==> src/rtl/flash_lock_guard.sv <==
module flash_lock_guard #(
  parameter logic [7:0] KEY          = 8'hA5,
  parameter int         PAGE_W       = 11,
  parameter int         REG_SHIFT    = 6,
  parameter int         PROG_CYCLES  = 300000,
  parameter int         ERASE_CYCLES = 750000,
  parameter int         BIT_CYCLES   = 4
) (
  input  logic                                clk,
  input  logic                                rst_n,
  input  logic                                cmd_wr,
  input  logic [31:0]                         cmd_word,
  input  logic                                mode_wr,
  input  logic [1:0]                          mode_din,
  input  logic                                stat_rd,
  input  logic                                erase_pin,
  output logic [3:0]                          stat_q,
  output logic                                irq,
  output logic [(1<<(PAGE_W-REG_SHIFT))-1:0]  lock_q,
  output logic                                array_start,
  output logic [1:0]                          array_op,
  output logic [PAGE_W-1:0]                   array_page
);
  localparam int NREG  = 1 << (PAGE_W - REG_SHIFT);
  localparam int RW    = PAGE_W - REG_SHIFT;
  localparam int MAXC  = (PROG_CYCLES > ERASE_CYCLES) ?
                         ((PROG_CYCLES > BIT_CYCLES) ? PROG_CYCLES : BIT_CYCLES) :
                         ((ERASE_CYCLES > BIT_CYCLES) ? ERASE_CYCLES : BIT_CYCLES);
  localparam int CW    = $clog2(MAXC + 1);

  localparam logic [3:0] OP_PROG = 4'd1;
  localparam logic [3:0] OP_SETL = 4'd2;
  localparam logic [3:0] OP_CLRL = 4'd3;
  localparam logic [3:0] OP_ERAS = 4'd4;
  localparam logic [3:0] OP_SSEC = 4'd5;

  logic [CW-1:0]   cnt;
  logic            pin_d, pin_req, pin_mode;
  logic            security, lock_err, cmd_err;
  logic [1:0]      irq_en;
  logic [NREG-1:0] locks;

  wire [3:0]        opc    = cmd_word[3:0];
  wire [PAGE_W-1:0] page   = cmd_word[8 +: PAGE_W];
  wire [RW-1:0]     region = page[PAGE_W-1 -: RW];
  wire              key_ok = cmd_word[31:24] == KEY;
  wire              idle   = (cnt == '0) && !pin_req;
  wire              op_ok  = (opc >= OP_PROG) && (opc <= OP_SSEC);
  wire              keyed  = cmd_wr && key_ok && idle && op_ok;
  wire              lk_hit = (opc == OP_PROG && locks[region]) ||
                             (opc == OP_ERAS && |locks);
  wire              lerr_set  = keyed && lk_hit;
  wire              cerr_set  = cmd_wr && !(key_ok && idle && op_ok);
  wire              go        = keyed && !lk_hit;
  wire              pin_start = pin_req && (cnt == '0);
  wire              pin_rise  = erase_pin && !pin_d;
  wire              last      = cnt == CW'(1);
  wire [7:0]        unused_bits = {cmd_word[23:8+PAGE_W], cmd_word[7:4]};

  assign stat_q = {security, cmd_err, lock_err, idle};
  assign irq    = (lock_err && irq_en[0]) || (cmd_err && irq_en[1]);
  assign lock_q = locks;

  always_ff @(posedge clk) begin
    if (!rst_n) begin
      cnt <= '0;
      pin_d <= 1'b0;
      pin_req <= 1'b0;
      pin_mode <= 1'b0;
      array_start <= 1'b0;
      array_op <= 2'b00;
      array_page <= '0;
    end else begin
      pin_d <= erase_pin;
      pin_req <= (pin_req && !pin_start) || pin_rise;
      array_start <= 1'b0;
      if (pin_start) begin
        cnt <= CW'(ERASE_CYCLES);
        pin_mode <= 1'b1;
        array_start <= 1'b1;
        array_op <= 2'b10;
        array_page <= '0;
      end else if (go) begin
        case (opc)
          OP_PROG: begin
            cnt <= CW'(PROG_CYCLES);
            array_start <= 1'b1;
            array_op <= 2'b01;
            array_page <= page;
          end
          OP_ERAS: begin
            cnt <= CW'(ERASE_CYCLES);
            array_start <= 1'b1;
            array_op <= 2'b10;
            array_page <= '0;
          end
          default: cnt <= CW'(BIT_CYCLES);
        endcase
      end else if (cnt != '0) begin
        cnt <= cnt - CW'(1);
        if (last) pin_mode <= 1'b0;
      end
    end
  end

  always_ff @(posedge clk) begin
    if (!rst_n) begin
      locks <= '0;
      security <= 1'b0;
      lock_err <= 1'b0;
      cmd_err <= 1'b0;
      irq_en <= 2'b00;
    end else begin
      if (erase_pin) locks <= '0;
      else if (go && opc == OP_SETL) locks[region] <= 1'b1;
      else if (go && opc == OP_CLRL) locks[region] <= 1'b0;

      if (last && pin_mode) security <= 1'b0;
      else if (go && opc == OP_SSEC) security <= 1'b1;

      if (lerr_set) lock_err <= 1'b1;
      else if (stat_rd) lock_err <= 1'b0;

      if (cerr_set) cmd_err <= 1'b1;
      else if (stat_rd) cmd_err <= 1'b0;

      if (mode_wr) irq_en <= mode_din;
    end
  end
endmodule

==> config.mk <==
export PLATFORM = sky130hd
export DESIGN_NAME = flash_lock_guard
export DESIGN_NICKNAME = d
export VERILOG_FILES = /design/src/rtl/flash_lock_guard.sv
export SDC_FILE = /design/constraint.sdc
export NUM_CORES = 1
export LEC_CHECK = 0
export ABC_AREA = 1
export CORE_UTILIZATION = 41
export CTS_BUF_LIST = sky130_fd_sc_hd__clkbuf_8
export CTS_CLUSTER_DIAMETER = 30
export DETAILED_ROUTE_END_ITERATION = 10
export GPL_TIMING_DRIVEN = 0
export PLACE_DENSITY = 0.66
export SYNTH_ARGS = -nofsm -noshare
export SYNTH_HDL_FRONTEND = slang
export SYNTH_SLANG_ARGS = --single-unit
export TNS_END_PERCENT = 5
==> constraint.sdc <==
create_clock -name clk -period 1.85 [get_ports clk]
set_input_delay 0.2775 -clock clk [delete_from_list [all_inputs] [get_ports clk]]
set_output_delay 0.2775 -clock clk [all_outputs]
set_load 0.1 [all_outputs]
; ---- After elaboration in Yosys (flattened, before gate mapping)
; Cells that the tools add are included.
[totals]
reg_bits = 74
inputBits = 40
output_inout_bits = 51
word_cells = 105
[op_classes]
n_addsub = 1
magnitude_cmp = 4
n_eq_ne = 8
mux = 24
n_bitwise = 4
reduce_logical = 50
[op_table]
columns = cell, n
row1 = 32-bit 2-to-1 mux, 2
row2 = 20-bit 2-to-1 mux, 3
row3 = 20-bit one-hot mux with 2 select lines, 1
row4 = 32-bit AND, 1
row5 = 32-bit inverter, 1
row6 = 32-bit bitwise OR, 1
row7 = 32-bit OR reduction, 1
row8 = 1-bit logical AND, 22
row9 = 11-bit one-hot mux with 2 select lines, 1
row10 = "20-bit by 1-bit equality test with 1-bit output, second input constant", 1
row11 = 20-bit zero test, 1
row12 = 20-bit nonzero test, 1
row13 = "20-bit by 1-bit subtractor with 20-bit output, second input constant", 1
row14 = 2-bit nonzero test, 8
row15 = 1-bit 2-to-1 mux, 12
row16 = "4-bit by 2-bit equality test with 1-bit output, second input constant", 2
row17 = "4-bit by 3-bit equality test with 1-bit output, second input constant", 2
row18 = "8-bit equality test, second input constant", 1
row19 = 2-bit OR reduction, 4
row20 = "5-bit by 6-bit < comparator with 1-bit output, second input constant", 1
row21 = 3-bit nonzero test, 2
row22 = 1-bit binary-select mux with 5-bit select, 1
row23 = 1-bit demux with 5-bit select, 1
row24 = "5-bit by 1-bit >= comparator with 1-bit output, second input constant", 1
row25 = 11 further kinds, 19

; ---- Logic depth before layout (Yosys ltp)
[logic_depth]
ltp_word = 9
ltp_mapped = 19

; ---- Worst setup path after synthesis
; Ideal clock, no wire load.
[synth_timing]
kind = reg-to-reg
startpoint = reg with a tool-made name
endpoint = reg with a tool-made name
setup_ns = 0.119
arrival_time_ns = 2.161
required_ns = 1.731
path_slack_ns = -0.430
stages_incl_launch_ff = 11
n_path_buf = 1
synth_period_minus_slack_ns = 2.280
cell_sequence = dfxtp_1 > nor2_1 > nand4_1 > or2_2 > o21ai_4 > nand3_4 > nor2_8 > buf_6 > nand4_1 > nand2_1 > nor2_1

==> flow_metrics.tcl <==
set metrics [dict create \
    cts_tree "done" \
    vdd_drop_max_mv 0.553 \
    gp_congestion 0.883 \
    failed_checks "DRC, setup timing" \
    clkSlewWorstSetupHoldPaths_ps 80 \
    cp-start-kind "flop" \
    antenna_found_initial 0 \
    clock_skew_ps 17.8 \
    syn-instance-count 630 \
    startpoint "cnt[11]" \
    netSwitchingFraction_pct 37.7 \
    die_w_um 104 \
    fin_area_sq_mm 0.00600 \
    ys_types 41 \
    fin_cells 898 \
    period_minus_slack_ps 2100 \
    rr_worst_depth 13 \
    start_util_pct 42.9 \
    dp_hpwl_um 8950 \
    seqPwrFrac_pct 32.2 \
    wl_per_cell_um 14.7 \
    grt_pass1_vias 4388 \
    status "finished with violations" \
    async_flop_share_pct 0 \
    rsz0062_at_grt "yes" \
    worstSetupPathType "reg2reg" \
    h-tree-depth 3 \
    seq_area_frac_synth_pct 35.0 \
    worstPathRequired_ps 2090 \
    ys_warn_count 0 \
    numCtsBuffers 9 \
    multi_input_area_sq_mm 0.00260 \
    syn_avg_cell_area_sq_um 6.71 \
    whs_ps 231 \
    diodes 0 \
    crit_fanout 8 \
    slew_viol_final 0 \
    drt-initial-drc-count 274 \
    regToRegSetupSlack_ps -250 \
    drc 2 \
    cts_num_sinks 74 \
    cts_buffer_depth 2 \
    combPwrFrac_pct 42.6 \
    fmax_mhz 476 \
    holdCritPathClass "in2reg" \
    placedInstanceArea_sq_mm 0.00530 \
    ant_nets 0 \
    cts_root_buf "clkbuf_8" \
    r2r-start "cnt[11]" \
    drv_cap 0 \
    netlist_area_sq_mm 0.00423 \
    clk_latency_ps 360 \
    die_area_sq_mm 0.0107 \
    utilization_pct 60.9 \
    max-slew-margin-rel_pct 35.2 \
    clock_power_share_pct 25.2 \
    num_rows 36 \
    grt_overflow 0 \
    synth_edf_count 0 \
    numPlacedInstances 840 \
    grt_max_degree 14 \
    hold_violations 0 \
    cp.arrival_ps 2340 \
    track_usage_pct 24.7 \
    ctsHoldBuffers 0 \
    ys_ff_latch 74 \
    fin_ws_ps -252 \
    vias 4674 \
    worst_slew_pin_slew_ps 976 \
    core-area_sq_mm 0.00986 \
    cellLeakagePower_uw 0.00263 \
    fill_cells 908 \
    critPathCaptureType "flop" \
    portBuffers 77 \
    drtPass1Iterations 8 \
    finalNetCount 802 \
    setup-violations-final 62 \
    p_switching_uw 2270 \
    drive_above_1_share_pct 29.9 \
    syn-num-nets 672 \
    fin_crit_sh_pct 114 \
    die_h_um 104 \
    internal_power_uw 3740 \
    grt_pass1_wl_um 21500 \
    syn_to_final_growth_pct 42.0 \
    synth_flop_cell "dfxtp_1" \
    register_area_sq_mm 0.00161 \
    ios 91 \
    viasPerCell 5.20 \
    power.density_mw_per_mm2 1000 \
    drt-total-wl_um 13200 \
]
==> what timing repair did <==
action                                  4_1_cts  5_1_grt
resized for setup                           137       77
cloned                                        3        0
setup buffers                                29       10
pin swaps                                    31       26
endpoints found under the setup margin      116       93
==> cells in the final DEF, fill, tap and decap left out, types with 14 or more instances in the layout <==
master / Yosys / layout
nand3_1: 15 / 14
dfxtp_1: 74 / 32
clkdlybuf4s15_1: 0 / 22
nand2_1: 202 / 192
clkbuf_2: 0 / 18
buf_6: 3 / 14
nand4_1: 39 / 39
a21oi_1: 56 / 49
nor2_1: 96 / 83
dfxtp_4: 0 / 30
inv_2: 10 / 16
buf_4: 10 / 45
inv_1: 36 / 32
clkdlybuf4s50_1: 0 / 21
==> synth_stat cells (all sizes together), types with 2 or more instances <==
| cell type | instances | area share (%) |
|---|---|---|
| o21ai | 8 | 1.2 |
| buf | 22 | 3.5 |
| nand2 | 207 | 19 |
| xor2 | 9 | 1.9 |
| dfxtp | 74 | 35 |
| xnor2 | 6 | 1.2 |
| nand3 | 19 | 3.1 |
| ha | 2 | 0.59 |
| nor3 | 13 | 2.5 |
| nor4 | 5 | 0.89 |
| inv | 46 | 4.1 |
| a21oi | 56 | 6.6 |
| nor2 | 108 | 12 |
| nand4 | 40 | 6.3 |
| clkbuf | 4 | 0.36 |
| a31oi | 2 | 0.30 |
==> area by class of cell <==
| type | count | area share [%] |
|---|---|---|
| multi-input cells | 484 | 43.3 |
| flip-flops and latches | 74 | 26.8 |
| repair buffers | 119 | 17.2 |
| plain buffers | 26 | 3.15 |
| inverters | 46 | 2.88 |
| well taps | 133 | 2.77 |
| clock buffers | 9 | 2.06 |
| clock inverters | 7 | 1.85 |
==> layer usage <==
layer | up-vias | global-route usage [%] | wire length [um]
met5 | - | 0 | 0
met4 | 0 | 9.42 | 330
met3 | 37 | 4.72 | 892
met2 | 192 | 39.8 | 6090
met1 | 2130 | 32.6 | 5910
li1 | 2315 | - | -
==> metrics by stage <==
stage	total power [uW]	setup slack, ps	TNS [ps]
6_report	6010	-252	-11270
4_1_cts	5670	-226	-9760
3_5_place_dp	3830	-918	-47060
2_1_floorplan	3410	-72.0	-2260
5_1_grt	6380	-399	-19350
3_3_place_gp	3780	-923	-45370
==> logic make-up (layout without fill, tap and decap cells) <==
| logic type | Yosys count | count (layout) | share of synthesized area, % |
|---|---|---|---|
| XOR/XNOR | 15 | 15 | 3.11 |
| flip-flops | 74 | 74 | 35.0 |
| buffers and inverters | 72 | 207 | 7.96 |
| AND/OR/NAND/NOR | 396 | 396 | 44.1 |
| AO/OA/AOI/OAI | 71 | 71 | 9.23 |
| adder cells (fa/ha/maj) | 2 | 2 | 0.592 |
==> worst max-delay path, cell delays in order, from the launching register on <==
cell and delay [ps]:
dfxtp_4 370, nor2_4 120, nand2_2 80, nor2_4 240
inv_2 80, nor2_4 100, nand4_1 110, nor2_2 170
nand3_4 110, nor2_8 240, buf_6 150, nand4_1 80
nand2_1 100, nor2_1 40
==> power groups by stage <==
| stage | Sequential (uW) | Combinational, uW | Clock (uW) |
|---|---|---|---|
| floorplan | 1920 | 1490 | 0 |
| global placement | 1910 | 1870 | 0 |
| detailed placement | 1920 | 1910 | 0 |
| CTS | 1900 | 2240 | 1530 |
| global route | 1970 | 2810 | 1600 |
| finish | 1940 | 2560 | 1510 |
==> worst min-delay path by stage <==
stage | startpoint | end | slack [ps] | cells after the start
after floorplan | rst_n | array_start | 380 | 2
after global placement | pin_d | pin_req | 410 | 1
after detailed placement | pin_d | pin_req | 420 | 1
after CTS | cmd_word[17] | array_page[9] | 220 | 3
after global routing | cmd_word[17] | array_page[9] | 240 | 3
final | cmd_word[17] | array_page[9] | 230 | 3
No activity file was read; power rests on OpenSTA's default activity.
